**src/rtl/cq_pkg.sv**
```systemverilog
// Package: shared state and mode encodings for the CCW queue sequencer.
package cq_pkg;
    typedef enum logic [1:0] {
        ST_IDLE   = 2'd0,
        ST_CONV   = 2'd1,
        ST_FROZEN = 2'd2
    } seq_state_t;

    typedef enum logic [1:0] {
        QM_OFF   = 2'd0,
        QM_EXT   = 2'd1,
        QM_CONT  = 2'd2,
        QM_TIMER = 2'd3
    } qmode_t;
endpackage

```
**src/rtl/cq_clkgen.sv**
```systemverilog
// Module: conversion clock prescaler and interval timer.
// Produces a qclk_en pulse every PRESC_DIV cycles and a tick on every
// TIMER_TICKS-th qclk_en. Assumes hold is high for every frozen cycle;
// while hold is high both counters sit at zero and no pulse is given.
module cq_clkgen #(
    parameter int PRESC_DIV   = 4,
    parameter int TIMER_TICKS = 8
) (
    input  logic clk,
    input  logic rst_n,
    input  logic hold,
    output logic qclk_en,
    output logic tick
);
    localparam int PW = (PRESC_DIV > 1) ? $clog2(PRESC_DIV) : 1;
    localparam int TW = (TIMER_TICKS > 1) ? $clog2(TIMER_TICKS) : 1;
    localparam logic [PW-1:0] P_LAST = PW'(PRESC_DIV - 1);
    localparam logic [TW-1:0] T_LAST = TW'(TIMER_TICKS - 1);

    logic [PW-1:0] pre_cnt;
    logic [TW-1:0] tmr_cnt;

    assign qclk_en = !hold && (pre_cnt == P_LAST);
    assign tick    = qclk_en && (tmr_cnt == T_LAST);

    // Prescaler count: wraps at PRESC_DIV, cleared while held.
    always_ff @(posedge clk) begin
        if (!rst_n || hold)          pre_cnt <= '0;
        else if (pre_cnt == P_LAST)  pre_cnt <= '0;
        else                         pre_cnt <= pre_cnt + 1'b1;
    end

    // Interval timer: counts qclk_en pulses, cleared while held.
    always_ff @(posedge clk) begin
        if (!rst_n || hold)          tmr_cnt <= '0;
        else if (qclk_en)            tmr_cnt <= (tmr_cnt == T_LAST) ? '0 : tmr_cnt + 1'b1;
    end

    generate
        if (PRESC_DIV > 1) begin : g_chk
            // a frozen cycle leaves the next cycle without a clock pulse
            p_quiet_after_hold_r2: assert property (@(posedge clk) disable iff (!rst_n)
                hold |=> !qclk_en);
            // clock enable is a single-cycle pulse
            p_single_pulse_r2: assert property (@(posedge clk) disable iff (!rst_n)
                qclk_en |=> !qclk_en);
        end
    endgenerate
endmodule

```
**src/rtl/cq_trig.sv**
```systemverilog
// Module: trigger capture. Detects rising edges of ext_trig (mode 1) or
// timer ticks (mode 3) and keeps one pending flag. Assumes hold marks the
// frozen state; captures are dropped while it is high. Set beats clear.
module cq_trig (
    input  logic       clk,
    input  logic       rst_n,
    input  logic       hold,
    input  logic [1:0] mode,
    input  logic       ext_trig,
    input  logic       tick,
    input  logic       pend_clr,
    output logic       pend
);
    import cq_pkg::*;

    logic trig_prev;
    logic cap;

    assign cap = !hold && (((qmode_t'(mode) == QM_EXT) && ext_trig && !trig_prev) ||
                           ((qmode_t'(mode) == QM_TIMER) && tick));

    // Previous trigger level for edge detection, tracked in every state.
    always_ff @(posedge clk) begin
        if (!rst_n) trig_prev <= 1'b0;
        else        trig_prev <= ext_trig;
    end

    // Pending flag: set on capture, cleared when the sequencer consumes it.
    always_ff @(posedge clk) begin
        if (!rst_n)        pend <= 1'b0;
        else if (cap)      pend <= 1'b1;
        else if (pend_clr) pend <= 1'b0;
    end

    // nothing becomes pending while frozen
    p_no_capture_frozen_r3: assert property (@(posedge clk) disable iff (!rst_n)
        (hold && !pend) |=> !pend);
endmodule

```
**src/rtl/cq_ccw_table.sv**
```systemverilog
// Module: CCW storage with one write port, one read port for the register
// path and two end-of-queue lookups for the sequencer. Assumes the channel
// field is the low CHAN_W bits; all ones there marks end of queue.
module cq_ccw_table #(
    parameter int DEPTH  = 16,
    parameter int CCW_W  = 8,
    parameter int CHAN_W = 6
) (
    input  logic                     clk,
    input  logic                     rst_n,
    input  logic                     wr_en,
    input  logic [$clog2(DEPTH)-1:0] wr_addr,
    input  logic [CCW_W-1:0]         wr_data,
    input  logic [$clog2(DEPTH)-1:0] rd_addr,
    output logic [CCW_W-1:0]         rd_data,
    input  logic [$clog2(DEPTH)-1:0] look_a,
    input  logic [$clog2(DEPTH)-1:0] look_b,
    output logic                     eoq_a,
    output logic                     eoq_b
);
    localparam logic [CHAN_W-1:0] EOQ_CODE = '1;

    logic [CCW_W-1:0] mem [DEPTH];

    // Table storage: cleared at reset, written from the register path.
    always_ff @(posedge clk) begin
        if (!rst_n) begin
            for (int i = 0; i < DEPTH; i++) mem[i] <= '0;
        end else if (wr_en) begin
            mem[wr_addr] <= wr_data;
        end
    end

    assign rd_data = mem[rd_addr];
    assign eoq_a   = (mem[look_a][CHAN_W-1:0] == EOQ_CODE);
    assign eoq_b   = (mem[look_b][CHAN_W-1:0] == EOQ_CODE);

    // a write is visible at its address on the next cycle
    p_write_lands_r10: assert property (@(posedge clk) disable iff (!rst_n)
        wr_en |=> (mem[$past(wr_addr)] == $past(wr_data)));
endmodule

```
**src/rtl/cq_seq_core.sv**
```systemverilog
// Module: queue sequencer state machine. Holds the mode, the CCW pointer
// and the freeze bookkeeping, and decides what runs on leaving freeze.
// Assumes eoq_cur/eoq_nxt describe entries ptr and ptr+1 of the table.
module cq_seq_core #(
    parameter int DEPTH = 16
) (
    input  logic                     clk,
    input  logic                     rst_n,
    input  logic                     frz_req,
    input  logic                     frz_en,
    input  logic                     mode_wr,
    input  logic [1:0]               mode_wdata,
    input  logic                     q_abort,
    input  logic                     conv_done,
    input  logic                     pend,
    input  logic                     eoq_cur,
    input  logic                     eoq_nxt,
    output logic [$clog2(DEPTH)-1:0] ptr,
    output logic                     conv_start,
    output logic                     frozen,
    output logic [1:0]               mode,
    output logic                     pend_clr
);
    import cq_pkg::*;

    localparam int PTR_W = $clog2(DEPTH);
    localparam logic [PTR_W-1:0] P_LAST = PTR_W'(DEPTH - 1);

    seq_state_t state;
    qmode_t     mode_q;
    logic       active_q;
    logic       restart_q;
    logic       eff_frz, go, mode_chg, last, restart_now, resume_ok;

    assign eff_frz     = frz_en && frz_req;
    assign go          = (mode_q == QM_CONT) || ((mode_q != QM_OFF) && pend);
    assign mode_chg    = mode_wr && (qmode_t'(mode_wdata) != mode_q);
    assign last        = (ptr == P_LAST) || eoq_nxt;
    assign restart_now = restart_q || mode_wr || q_abort;
    assign resume_ok   = active_q && (pend || (mode_q == QM_CONT));

    assign frozen = (state == ST_FROZEN);
    assign mode   = mode_q;

    // Pending trigger consumed on a scan start, an idle abort or a freeze exit.
    always_comb begin
        pend_clr = 1'b0;
        if (state == ST_IDLE)
            pend_clr = !eff_frz && (q_abort || go);
        else if (state == ST_FROZEN)
            pend_clr = !eff_frz && (restart_now || resume_ok);
    end

    // Mode register: always writable, including during freeze.
    always_ff @(posedge clk) begin
        if (!rst_n)       mode_q <= QM_OFF;
        else if (mode_wr) mode_q <= qmode_t'(mode_wdata);
    end

    // Sequencer: scan stepping, freeze entry and the release decision.
    always_ff @(posedge clk) begin
        if (!rst_n) begin
            state      <= ST_IDLE;
            ptr        <= '0;
            conv_start <= 1'b0;
            active_q   <= 1'b0;
            restart_q  <= 1'b0;
        end else begin
            conv_start <= 1'b0;
            unique case (state)
                ST_IDLE: begin
                    if (eff_frz) begin
                        state     <= ST_FROZEN;
                        active_q  <= 1'b0;
                        restart_q <= 1'b0;
                    end else if (q_abort) begin
                        ptr <= '0;
                    end else if (go) begin
                        if (eoq_cur) begin
                            ptr <= '0;
                        end else begin
                            state      <= ST_CONV;
                            conv_start <= 1'b1;
                        end
                    end
                end
                ST_CONV: begin
                    if (q_abort || mode_chg) begin
                        state     <= ST_FROZEN;
                        active_q  <= 1'b1;
                        restart_q <= 1'b1;
                    end else if (conv_done) begin
                        ptr <= last ? '0 : ptr + 1'b1;
                        if (eff_frz) begin
                            state     <= ST_FROZEN;
                            active_q  <= !last;
                            restart_q <= 1'b0;
                        end else if (last) begin
                            state <= ST_IDLE;
                        end else begin
                            conv_start <= 1'b1;
                        end
                    end
                end
                ST_FROZEN: begin
                    if (!eff_frz) begin
                        restart_q <= 1'b0;
                        if (restart_now) begin
                            ptr   <= '0;
                            state <= ST_IDLE;
                        end else if (resume_ok && !eoq_cur) begin
                            state      <= ST_CONV;
                            conv_start <= 1'b1;
                        end else if (resume_ok) begin
                            ptr   <= '0;
                            state <= ST_IDLE;
                        end else begin
                            state <= ST_IDLE;
                        end
                    end else if (mode_wr || q_abort) begin
                        restart_q <= 1'b1;
                    end
                end
                default: state <= ST_IDLE;
            endcase
        end
    end

    // with freeze disabled only an abort or mode write can freeze
    p_enable_gate_r5: assert property (@(posedge clk) disable iff (!rst_n)
        (!frz_en && (state != ST_FROZEN) && !q_abort && !mode_wr) |=> (state != ST_FROZEN));
    // a plain conversion waits for its done strobe
    p_wait_done_r6: assert property (@(posedge clk) disable iff (!rst_n)
        ((state == ST_CONV) && !conv_done && !q_abort && !mode_wr) |=> (state == ST_CONV));
    // pointer is held while a requested freeze persists
    p_ptr_hold_r6: assert property (@(posedge clk) disable iff (!rst_n)
        ((state == ST_FROZEN) && eff_frz) |=> $stable(ptr));
    // abort during a conversion freezes at once, pointer kept
    p_abort_freeze_r7: assert property (@(posedge clk) disable iff (!rst_n)
        ((state == ST_CONV) && q_abort) |=> ((state == ST_FROZEN) && $stable(ptr)));
    // start pulses only accompany the converting state
    p_start_in_conv_r4: assert property (@(posedge clk) disable iff (!rst_n)
        conv_start |-> (state == ST_CONV));
endmodule

```
**src/rtl/cq_freeze_seq.sv**
```systemverilog
// Module: top of the freeze-aware CCW queue sequencer. Connects the
// sequencer core, CCW table, trigger capture and clock/timer generator.
// Assumes a single clock domain and an already synchronised ext_trig.
module cq_freeze_seq #(
    parameter int DEPTH       = 16,
    parameter int CCW_W       = 8,
    parameter int CHAN_W      = 6,
    parameter int PRESC_DIV   = 4,
    parameter int TIMER_TICKS = 8
) (
    input  logic                     clk,
    input  logic                     rst_n,
    input  logic                     frz_req,
    input  logic                     frz_en,
    input  logic                     ext_trig,
    input  logic                     mode_wr,
    input  logic [1:0]               mode_wdata,
    input  logic                     q_abort,
    input  logic                     conv_done,
    input  logic                     ccw_wr,
    input  logic [$clog2(DEPTH)-1:0] ccw_waddr,
    input  logic [CCW_W-1:0]         ccw_wdata,
    input  logic [$clog2(DEPTH)-1:0] ccw_raddr,
    output logic [CCW_W-1:0]         ccw_rdata,
    output logic [$clog2(DEPTH)-1:0] ccw_ptr,
    output logic                     conv_start,
    output logic                     qclk_en,
    output logic                     tick
);
    localparam int PTR_W = $clog2(DEPTH);

    logic             frozen, pend, pend_clr, eoq_cur, eoq_nxt;
    logic [1:0]       mode;
    logic [PTR_W-1:0] ptr_nxt;

    assign ptr_nxt = ccw_ptr + 1'b1;

    cq_seq_core #(.DEPTH(DEPTH)) u_core (
        .clk(clk), .rst_n(rst_n), .frz_req(frz_req), .frz_en(frz_en),
        .mode_wr(mode_wr), .mode_wdata(mode_wdata), .q_abort(q_abort),
        .conv_done(conv_done), .pend(pend), .eoq_cur(eoq_cur), .eoq_nxt(eoq_nxt),
        .ptr(ccw_ptr), .conv_start(conv_start), .frozen(frozen), .mode(mode),
        .pend_clr(pend_clr)
    );

    cq_ccw_table #(.DEPTH(DEPTH), .CCW_W(CCW_W), .CHAN_W(CHAN_W)) u_table (
        .clk(clk), .rst_n(rst_n), .wr_en(ccw_wr), .wr_addr(ccw_waddr),
        .wr_data(ccw_wdata), .rd_addr(ccw_raddr), .rd_data(ccw_rdata),
        .look_a(ccw_ptr), .look_b(ptr_nxt), .eoq_a(eoq_cur), .eoq_b(eoq_nxt)
    );

    cq_trig u_trig (
        .clk(clk), .rst_n(rst_n), .hold(frozen), .mode(mode), .ext_trig(ext_trig),
        .tick(tick), .pend_clr(pend_clr), .pend(pend)
    );

    cq_clkgen #(.PRESC_DIV(PRESC_DIV), .TIMER_TICKS(TIMER_TICKS)) u_clkgen (
        .clk(clk), .rst_n(rst_n), .hold(frozen), .qclk_en(qclk_en), .tick(tick)
    );
endmodule

```
**config.mk**
```make
export PLATFORM = sky130hd
export DESIGN_NAME = cq_freeze_seq
export DESIGN_NICKNAME = d
export VERILOG_FILES = /design/src/rtl/cq_pkg.sv /design/src/rtl/cq_clkgen.sv /design/src/rtl/cq_trig.sv /design/src/rtl/cq_ccw_table.sv /design/src/rtl/cq_seq_core.sv /design/src/rtl/cq_freeze_seq.sv
export SDC_FILE = /design/constraint.sdc
export NUM_CORES = 1
export LEC_CHECK = 0
export BUFFER_PORTS_ARGS = -buffer_cell sky130_fd_sc_hd__buf_2
export CORE_AREA = 2 2 150 93
export CTS_CLUSTER_SIZE = 25
export DETAILED_ROUTE_END_ITERATION = 10
export DIE_AREA = 0 0 152 95
export GPL_ROUTABILITY_DRIVEN = 0
export PLACE_DENSITY = 0.77
export SLEW_MARGIN = 0
export SYNTH_ARGS = -nofsm -noshare
export SYNTH_HDL_FRONTEND = slang
export SYNTH_SLANG_ARGS = --single-unit
```
**constraint.sdc**
```tcl
create_clock -name clk -period 3.45 [get_ports clk]
set_input_delay 0.345 -clock clk [delete_from_list [all_inputs] [get_ports clk]]
set_output_delay 0.345 -clock clk [all_outputs]
set_load 0.05 [all_outputs]
```
==> results of run 1 <==
-- flip-flops by register name (all words and copies together), names as in the netlist, named ones only --
| register | cells |
|---|---|
| u_core.conv_start | 1 |
| u_trig.trig_prev | 1 |
| u_trig.pend | 1 |
| u_core.ptr | 4 |
| u_clkgen.tmr_cnt | 3 |
| u_core.active_q | 1 |
| u_core.restart_q | 1 |
| u_table.mem | 128 |
| u_core.mode | 2 |
| u_core.state | 2 |
| u_clkgen.pre_cnt | 2 |
-- critical path, stage by stage (launching register included) --
cell and delay (ns):
dfxtp_1 0.36, ha_1 0.57, inv_1 0.22, nand3_1 0.13
o221ai_1 0.15, a32o_1 0.33, or4_1 0.57, or4_1 0.45
o22ai_1 0.15
-- routing by layer --
metal | vias to the layer above | global-route usage (%)
met5 | - | 0
met1 | 2753 | 40.87
met3 | 37 | 7.939
met4 | 0 | 9.424
met2 | 345 | 41.52
li1 | 2367 | -
-- synth_stat cells (2+ instances only) --
cell      count  area (sq um)
nand2_1      28         105.1
or3_1         3         18.77
nor2_1       31         116.4
o211ai_1      4         30.03
ha_1          9         112.6
nor3_1       15         75.07
mux4_2       42         945.9
o221ai_1      5         43.79
buf_1         5         18.77
buf_2         3         15.01
nand3_1      20         100.1
a21oi_1      18         90.09
dfxtp_1      22         440.4
a32oi_1       2         17.52
nor4_1        3         18.77
or4_1         3         22.52
nand3b_1      3         22.52
o22ai_1       2         12.51
inv_1        11         41.29
mux2i_1      10         100.1
and2_1      134         838.3
clkbuf_1     20         75.07
nand2b_1      7         43.79
and3_1        4         25.02
edfxtp_1    128          3844
o21ai_0      18         90.09
nand4b_1      3         26.28
o31ai_1       3         22.52
nor3b_1       3         22.52
xnor2_1       3         26.28
nand4_1      16         100.1
-- where the power goes --
part           internal, W  total, W  switching, W
Combinational     0.000302  0.000792      0.000490
Clock              0.00113   0.00186      0.000731
Sequential         0.00209   0.00218     0.0000864
-- final cells by class --
class | instances | area (sq um) | area share, %
clock buffer | 18 | 429.2 | 4.915
clock inverter | 12 | 156.4 | 1.791
inverter | 11 | 41.29 | 0.4728
tap | 175 | 219.0 | 2.508
sequential | 150 | 4284 | 49.06
multi-input combinational | 410 | 3242 | 37.13
timing repair buffer | 60 | 360.3 | 4.127
-- cell families after synthesis --
family                   after synthesis  synth area share (%)
flip-flops                           150                 55.81
adder cells (fa/ha/maj)                9                 1.467
multiplexers                          52                 13.63
AND/OR/NAND/NOR                      278                 20.54
AO/OA/AOI/OAI                         67                 6.145
XOR/XNOR                               4                0.4565
buffers and inverters                 39                 1.956
-- per-stage QoR --
step / hold WS, ns / util, % / worst slack (ns) / power [W] / area, sq um
global placement: 0.4145 / 61.47 / 0.6079 / 0.002937 / 8147
CTS: 0.1360 / 65.88 / 0.4672 / 0.004822 / 8732
floorplan: 0.4084 / - / 0.6020 / 0.002743 / 7676
detailed placement: 0.4267 / 61.47 / 0.4697 / 0.002976 / 8147
global route: 0.1521 / 65.88 / 0.2167 / 0.004996 / 8732
finish: 0.1426 / 65.88 / 0.4379 / 0.004829 / 8732
-- path summary, 6_finish.rpt --
kind	startpoint	end	slack [ns]	depth (start not counted)
min	ext_trig	u_trig.trig_prev$_SDFF_PN0_	0.14	2
max	u_core.ptr[1]$_SDFFE_PN0P_	flip-flop	0.44	8
min reg2reg	u_clkgen.pre_cnt[0]$_SDFF_PP0_	u_clkgen.pre_cnt[0]$_SDFF_PP0_	0.43	1
max reg2reg	u_core.ptr[1]$_SDFFE_PN0P_	flip-flop	0.44	8
==> summary.md, run 1 <==
| Metric | Value |
|---|---|
| Status | finished clean |
| Residual DRC | 0 |
| Synth Net Count | 635 |
| Static Leak | 3.079 nW |
| # setup viols final | 0 |
| GR Util All Layers | 28.19% |
| Root Driver | clkbuf_16 |
| Slew margin rel. | 43.96% |
| CP arrival | 3.35 ns |
| Cts hold-fix bufs | 0 |
| Metal-1 WL | 8214 um |
| Via density | 6.581 |
| Die height | 95 um |
| Antenna Violating Nets Remaining | 0 |
| Syn Inst Count | 599 |
| Hold crit path type | primary input to flip-flop |
| Vias | 5502 |
| Warnings from Yosys | 0 |
| FFs w/ async S/R, synth | 0% |
| Unrepaired setup endpoints after global routing | false |
| Antenna fix cells | 0 |
| CTS sink cnt | 150 |
| TNS Setup | 0 ns |
| DR top layer | met4 |
| CTS tree | done |
| Synth Cell Area | 7676 sq um |
| Worst-skew pair later-pin latency | 0.42 ns |
| Inst Count DP | 806 |
| Post-DP HPWL | 13910 um |
| Detailed Route WL | 19180 um |
| First-pass GRT wire length | 29900 um |
| Met2 routed WL | 8329 um |
| Fin crit share | 87.31% |
| Worst Tran Pin Value | 0.8406 ns |
| Syn-to-layout area delta | 13.76% |
| Clock-pin slew on the worst setup and hold paths | 0.06 ns |
| I/O Buffers | 41 |
| Vias in the first global route | 5325 |
| DR iter-0 viols | 671 |
| Flops & latches, synth | 150 |
| Share of cells above drive strength 1 | 20.42% |
| DR pass1 iterations | 5 |
| Fmax | 332.0 MHz |
| # Post-CTS Setup Buffers | 0 |
| CTS Buf Count | 17 |
| CP max FO | 13 |
| Clk buf depth | 2 |
| Max-cap violations | 0 |
| Most frequent cells in the layout | and2_1, edfxtp_1, mux4_2 |
| Tmin final | 3.012 ns |
| Final slew viol count | 0 |
| Post-DR wirelength/cell | 22.94 um |
| Syn_area_per_cell | 12.81 sq um |
| Critical path endpoint category | flip-flop |
| Die X | 152 um |
| Final Hold Vio Count | 0 |
| Power Density | 553.0 nW/um^2 |
| Die ar. | 14440 sq um |
| Met3 Routed Length | 2265 um |
| Largest net degree at the start of global routing | 33 |
| H-tree levels | 4 |
| VDD IR-drop max | 345.3 uV |
| Placement Rows | 33 |
| # nets final | 686 |
| Post-synth EDFFs | 128 |
| Setup Skew | 0.01003 ns |
| Core footprint | 13250 sq um |
| CTS resizes | 0 |
| Worst setup SP type | flip-flop |
| Initial antenna violation count | 1 |
| Commonest non-fill, non-tap cell in the layout | and2_1 |
| Starting density of the core | 57.92% |
| Fin cells | 836 |
| Synth Flop Type | edfxtp_1 |
| Cell variety after synth | 52 |
| # fillers | 929 |
| I/O pin total | 42 |
| Worst Setup Path Type | flip-flop to flip-flop |
| Overflow after GRT | 0 |
| CP Data Required Time | 3.79 ns |
| Seq/Total Area, Yosys | 55.81% |
(Power assumes the default switching activity.)
==> inputs of run 2 (changes only) <==
==> constraint.sdc (replaced) <==
create_clock -name clk -period 3 [get_ports clk]
set_input_delay 0.3 -clock clk [delete_from_list [all_inputs] [get_ports clk]]
set_output_delay 0.3 -clock clk [all_outputs]
set_load 0.05 [all_outputs]
==> summary.md, run 2 (same netlist as run 1, synthesis figures left out) <==
| Metric | Value |
|---|---|
| Status | finished clean (unchanged) |
| Hold Path Origin | ext_trig (unchanged) |
| I/O Buffers | 41 (unchanged) |
| CTS resizes | 0 (unchanged) |
| Number of flip-flops in the largest register | 128 (unchanged) |
| Worst Tran Pin Value | 0.7654 ns (was 0.8406 ns) |
| Antenna Violating Nets Remaining | 0 (unchanged) |
| Largest Register | u_table.mem (unchanged) |
| Bufs and invs on worst path | 1 (unchanged) |
| Share of cells above drive strength 1 | 21.11% (was 20.42%) |
| CP cell instances | ha_1 > inv_1 > nand3_1 > o221ai_1 > a32o_1 > or4_1 > or4_1 > o22ai_1 (unchanged) |
| First-pass GRT wire length | 29650 um (was 29900 um) |
| Post-DP HPWL | 14030 um (was 13910 um) |
| Slew margin rel. | 48.79% (was 43.96%) |
| Worst Setup Path Type | flip-flop to flip-flop (unchanged) |
| Register area | 4284 sq um (unchanged) |
| CTS Buf Count | 17 (unchanged) |
| Placement Rows | 33 (unchanged) |
| Final Instance Area | 8776 sq um (was 8732 sq um) |
| Via density | 6.406 (was 6.581) |
| Final WS setup | 0.1978 ns (was 0.4379 ns) |
| Unrepaired setup endpoints after global routing | false (unchanged) |
| Critical path endpoint category | flip-flop (unchanged) |
| Die height | 95 um (unchanged) |
| DR pass1 iterations | 5 (unchanged) |
| CP max stage delay | 0.58 ns (was 0.57 ns) |
| Fin crit share | 93.41% (was 87.31%) |
| R2r setup slk | 0.20 ns (was 0.44 ns) |
| Final Hold Vio Count | 0 (unchanged) |
| CTS tree | done (unchanged) |
| Post-DR wirelength/cell | 22.76 um (was 22.94 um) |
| Power Density | 632.9 nW/um^2 (was 553.0 nW/um^2) |
| CP arrival | 3.15 ns (was 3.35 ns) |
| Final slew viol count | 0 (unchanged) |
| Clock-pin slew on the worst setup and hold paths | 0.06 ns (about the same) |
| VDD IR-drop max | 338.0 uV (was 345.3 uV) |
| Most frequent cells in the layout | and2_1, edfxtp_1, mux4_2 (unchanged) |
| Vias | 5407 (was 5502) |
| Hold crit path type | primary input to flip-flop (unchanged) |
| DP Worst Slack | 0.2623 ns (was 0.4697 ns) |
| GR Util All Layers | 28.00% (was 28.19%) |
| I/O pin total | 42 (unchanged) |
| CP max FO | 6 (was 13) |
| # nets final | 691 (was 686) |
| # Post-CTS Setup Buffers | 0 (unchanged) |
| Clk buf depth | 2 (unchanged) |
| Commonest non-fill, non-tap cell in the layout | and2_1 (unchanged) |
| Syn-to-layout area delta | 14.33% (was 13.76%) |
| Overflow after GRT | 0 (unchanged) |
| Crit path top cell by count | or4_1 (unchanged) |
| CTS sink cnt | 150 (unchanged) |
| Fmax | 356.9 MHz (was 332.0 MHz) |
| Worst setup SP type | flip-flop (unchanged) |
| Max-cap violations | 0 (unchanged) |
| Cts hold-fix bufs | 0 (unchanged) |
| TNS Setup | 0 ns (unchanged) |
| Initial antenna violation count | 0 (was 1) |
| Tmin final | 2.802 ns (was 3.012 ns) |
| Starting density of the core | 57.92% (unchanged) |
| Die ar. | 14440 sq um (unchanged) |
| Residual DRC | 0 (unchanged) |
| R2R depth | 8 (unchanged) |
| Detailed Route WL | 19210 um (was 19180 um) |
| DR iter-0 viols | 521 (was 671) |
| Root Driver | clkbuf_16 (unchanged) |
| # fillers | 939 (was 929) |
| CP Data Required Time | 3.35 ns (was 3.79 ns) |
| Static Leak | 3.105 nW (was 3.079 nW) |
| Die X | 152 um (unchanged) |
| Min-Delay Endpoint | u_trig.trig_prev$_SDFF_PN0_ (unchanged) |
| Worst-skew pair later-pin latency | 0.43 ns (was 0.42 ns) |
| Slowest-stage cell, CP | or4_1 (was ha_1) |
| Vias in the first global route | 5225 (was 5325) |
| # setup viols final | 0 (unchanged) |
| H-tree levels | 4 (unchanged) |
| Worst path top cell family by delay | simple AND/OR/NAND/NOR gates (unchanged) |
| Core occupancy in the finished layout | 66.21% (was 65.88%) |
| Worst Hold Path Cells | 2 (unchanged) |
| Top flop regs | u_table.mem: 128 flops, u_core.ptr: 4 flops, u_clkgen.tmr_cnt: 3 flops (unchanged) |
| Core footprint | 13250 sq um (unchanged) |
| Largest net degree at the start of global routing | 33 (unchanged) |
| Critical R2R Capture | u_core.ptr[2]$_SDFFE_PN0P_ |
| Multi-input logic area | 3242 sq um (unchanged) |
| Setup Skew | 0.02162 ns (was 0.01003 ns) |
| Cell Area, Placed | 8184 sq um (was 8147 sq um) |
| Reg2Reg Launch Point | u_core.ptr[1]$_SDFFE_PN0P_ (unchanged) |
run 2: cell count changes in the layout (fill, tap and decap cells not counted), sizes merged:
cell    previous run  this run
clkbuf            18        20
inv               12        15
diode              0         1
buf               60        65
bufinv             3         2
clkinv             4         2
run 2: worst max path at each step:
stage,from,to,slack [ns],cells past startpoint
after floorplan,u_core.ptr[1]$_SDFFE_PN0P_,flip-flop,0.15,8
after detailed placement,u_core.ptr[1]$_SDFFE_PN0P_,flip-flop,0.26,6
after CTS,u_core.ptr[1]$_SDFFE_PN0P_,flip-flop,0.26,8
after global routing,u_core.ptr[1]$_SDFFE_PN0P_,flip-flop,0.06,8
final,u_core.ptr[1]$_SDFFE_PN0P_,u_core.ptr[2]$_SDFFE_PN0P_,0.20,8
after global placement,u_core.ptr[1]$_SDFFE_PN0P_,u_core.ptr[2]$_SDFFE_PN0P_,0.35,6
run 2: per-layer routing:
metal	track usage [%]	share of wire (%)
met3	10.56	12
met5	0	0
met2	41.29	43
met4	7.944	1.3
met1	39.33	43
run 2: cell type report:
| cell class | instances | share of cell area (%) |
|---|---|---|
| inverters | 11 | 0.4705 |
| diodes | 1 | 0.02851 |
| well taps | 175 | 2.495 |
| repair buffers | 65 | 4.534 |
| multi-input cells | 410 | 36.94 |
| clock inverters | 12 | 1.625 |
| flip-flops and latches | 150 | 48.82 |
| clock buffers | 20 | 5.090 |
run 2: per-stage QoR:
stage / total power (W) / hold slack (ns) / cells
after floorplan: 0.003155 / 0.4084 / 599
after global placement: 0.003392 / 0.4151 / 811
after detailed placement: 0.003426 / 0.4325 / 811
after CTS: 0.005542 / 0.08933 / 843
after global routing: 0.005730 / 0.09406 / 843
final: 0.005555 / 0.09697 / 844
run 2: where the power goes:
part | switching (W) | internal, W | leakage [nW]
registers | 0.0000992 | 0.00240 | 1.40
logic | 0.000552 | 0.000355 | 1.43
clock network | 0.000886 | 0.00126 | 0.274
total | 0.00154 | 0.00402 | 3.10
==> inputs of run 3 (changes only) <==
--- a/config.mk
+++ b/config.mk
@@ -6,12 +6,13 @@
 export NUM_CORES = 1
 export LEC_CHECK = 0
 export BUFFER_PORTS_ARGS = -buffer_cell sky130_fd_sc_hd__buf_2
-export CORE_AREA = 2 2 150 93
+export CORE_AREA = 2 2 117 119
 export CTS_CLUSTER_SIZE = 25
 export DETAILED_ROUTE_END_ITERATION = 10
-export DIE_AREA = 0 0 152 95
+export DIE_AREA = 0 0 119 121
 export GPL_ROUTABILITY_DRIVEN = 0
 export PLACE_DENSITY = 0.77
+export SETUP_SLACK_MARGIN = 0.1
 export SLEW_MARGIN = 0
 export SYNTH_ARGS = -nofsm -noshare
 export SYNTH_HDL_FRONTEND = slang
==> summary.md, run 3 (same netlist as run 1, synthesis figures left out) <==
| Metric | Value |
|---|---|
| Unrepaired setup endpoints after global routing | false (unchanged) |
| CP Data Required Time | 3.36 ns (was 3.35 ns) |
| Multi-input logic area | 3249 sq um (was 3242 sq um) |
| Setup Skew | 0.008654 ns (was 0.02162 ns) |
| Worst-skew pair later-pin latency | 0.43 ns (about the same) |
| Status | finished clean (unchanged) |
| Critical path endpoint category | flip-flop (unchanged) |
| Post-DR wirelength/cell | 22.07 um (was 22.76 um) |
| Fmax | 366.6 MHz (was 356.9 MHz) |
| Worst Setup Path Type | flip-flop to flip-flop (unchanged) |
| Hold Slack | 0.09417 ns (was 0.09697 ns) |
| Most frequent cells in the layout | and2_1, edfxtp_1, mux4_2 (unchanged) |
| Grt met1 use | 35.04% (was 39.33%) |
| Detailed Route WL | 18630 um (was 19210 um) |
| Die ar. | 14400 sq um (was 14440 sq um) |
| Fin crit share | 90.92% (was 93.41%) |
| Overflow after GRT | 0 (unchanged) |
| DR iter-0 viols | 637 (was 521) |
| VDD IR-drop max | 387.3 uV (was 338.0 uV) |
| Worst setup SP type | flip-flop (unchanged) |
| CTS sink cnt | 150 (unchanged) |
| Vias in the first global route | 5360 (was 5225) |
| Number of flip-flops in the largest register | 128 (unchanged) |
| I/O pin total | 42 (unchanged) |
| Worst Tran Pin Value | 0.6529 ns (was 0.7654 ns) |
| Clk buf depth | 2 (unchanged) |
| I/O Buffers | 41 (unchanged) |
| End of the critical path | u_core.ptr[3]$_SDFFE_PN0P_ (was u_core.ptr[2]$_SDFFE_PN0P_) |
| Die height | 121 um (was 95 um) |
| CTS Buf Count | 17 (unchanged) |
| Post-DP HPWL | 13610 um (was 14030 um) |
| Slew margin rel. | 56.32% (was 48.79%) |
| Static Leak | 3.111 nW (was 3.105 nW) |
| R2r setup slk | 0.27 ns (was 0.20 ns) |
| H-tree levels | 4 (unchanged) |
| Power Density | 632.0 nW/um^2 (was 632.9 nW/um^2) |
| # setup viols final | 0 (unchanged) |
| Max-cap violations | 0 (unchanged) |
| Cell Area, Placed | 8185 sq um (was 8184 sq um) |
| Syn-to-layout area delta | 14.38% (was 14.33%) |
| Cts hold-fix bufs | 0 (unchanged) |
| R2R depth | 7 (was 8) |
| Final slew viol count | 0 (unchanged) |
| Root Driver | clkbuf_16 (unchanged) |
| Top flop regs | u_table.mem: 128 flops, u_core.ptr: 4 flops, u_clkgen.tmr_cnt: 3 flops (unchanged) |
| TNS Setup | 0 ns (unchanged) |
| DR pass1 iterations | 5 (unchanged) |
| CTS resizes | 0 (unchanged) |
| Final total power | 0.005549 W (was 0.005555 W) |
| Initial antenna violation count | 0 (unchanged) |
| First-pass GRT wire length | 29370 um (was 29650 um) |
| Antenna Violating Nets Remaining | 0 (unchanged) |
| CP arrival | 3.09 ns (was 3.15 ns) |
| Antenna fix cells | 0 (was 1) |
| CTS tree | done (unchanged) |
| Starting density of the core | 58.66% (was 57.92%) |
| # nets final | 691 (unchanged) |
| Register area | 4284 sq um (unchanged) |
| Tmin final | 2.728 ns (was 2.802 ns) |
| Via density | 6.380 (was 6.406) |
| Residual DRC | 0 (unchanged) |
| Commonest non-fill, non-tap cell in the layout | and2_1 (unchanged) |
| Core occupancy in the finished layout | 67.10% (was 66.21%) |
| Clock-pin slew on the worst setup and hold paths | 0.06 ns (about the same) |
| GRT busiest layer | met2 (unchanged) |
| # fillers | 932 (was 939) |
| Largest Register | u_table.mem (unchanged) |
| GR Util All Layers | 27.75% (was 28.00%) |
| M2 GR Usage | 46.16% (was 41.29%) |
| # Post-CTS Setup Buffers | 0 (unchanged) |
| Critical R2R Capture | u_core.ptr[3]$_SDFFE_PN0P_ (was u_core.ptr[2]$_SDFFE_PN0P_) |
| Share of cells above drive strength 1 | 21.11% (unchanged) |
| Vias | 5385 (was 5407) |
| CP max FO | 16 (was 6) |
| Final Hold Vio Count | 0 (unchanged) |
| Hold crit path type | primary input to flip-flop (unchanged) |
| Placement Rows | 42 (was 33) |
| Final Instance Area | 8780 sq um (was 8776 sq um) |
| Die X | 119 um (was 152 um) |
| Largest net degree at the start of global routing | 33 (unchanged) |
| Core footprint | 13090 sq um (was 13250 sq um) |
| Met3 Use GR | 6.297% (was 10.56%) |
## run 3: cell types whose count changed in the layout (fill, tap and decap cells not counted)
cell,delta
xor2_2,+1
clkbuf_8,-1
clkinvlp_4,-1
bufinv_16,+1
clkinv_2,+4
clkinv_4,-2
diode_2,-1
clkinv_1,+1
inv_6,-2
xor2_1,-1
## run 3: worst min path at each step
stage	startpoint	endpoint	slack [ns]	depth (start not counted)
finish	ext_trig	u_trig.trig_prev$_SDFF_PN0_	0.09	2
global route	ext_trig	u_trig.trig_prev$_SDFF_PN0_	0.11	2
CTS	ext_trig	u_trig.trig_prev$_SDFF_PN0_	0.08	2
detailed placement	u_clkgen.pre_cnt[0]$_SDFF_PP0_	u_clkgen.pre_cnt[0]$_SDFF_PP0_	0.43	1
global placement	u_clkgen.pre_cnt[0]$_SDFF_PP0_	u_clkgen.pre_cnt[0]$_SDFF_PP0_	0.42	1
floorplan	u_clkgen.pre_cnt[0]$_SDFF_PP0_	u_clkgen.pre_cnt[0]$_SDFF_PP0_	0.41	1
## run 3: cell type report
cell class	instances	area share [%]
clock buffers	19	4.931
clock inverters	13	1.753
inverters	11	0.4703
multi-input cells	410	37.01
flip-flops and latches	150	48.80
well taps	176	2.508
repair buffers	65	4.532
## run 3: worst max-delay path, cell delays in order, from the launching register on
cell and delay [ns]:
dfxtp_1 0.65, nand3_1 0.14, o221ai_1 0.19, o31ai_1 0.14
a2111oi_4 0.55, o311ai_4 0.21, or4_1 0.60, a21oi_1 0.17
## run 3: metal layers
layer  routed length [um]  part of all wire, %
met4                  542                  2.9
met5                    0                    0
met3                 1663                  8.9
met1                 7152                   38
met2                 9268                   50
## run 3: per-stage QoR
step                worst slack, ns  std cells
finish                       0.2723        844
global route                 0.1308        844
detailed placement           0.3301        812
floorplan                    0.1520        599
CTS                          0.3244        844
global placement             0.4187        812
## run 3: power by group
group	switching [W]	leakage [nW]	internal, W
sequential	0.0000974	1.40	0.00240
combinational	0.000552	1.43	0.000356
clock	0.000839	0.281	0.00130
total	0.00149	3.11	0.00406
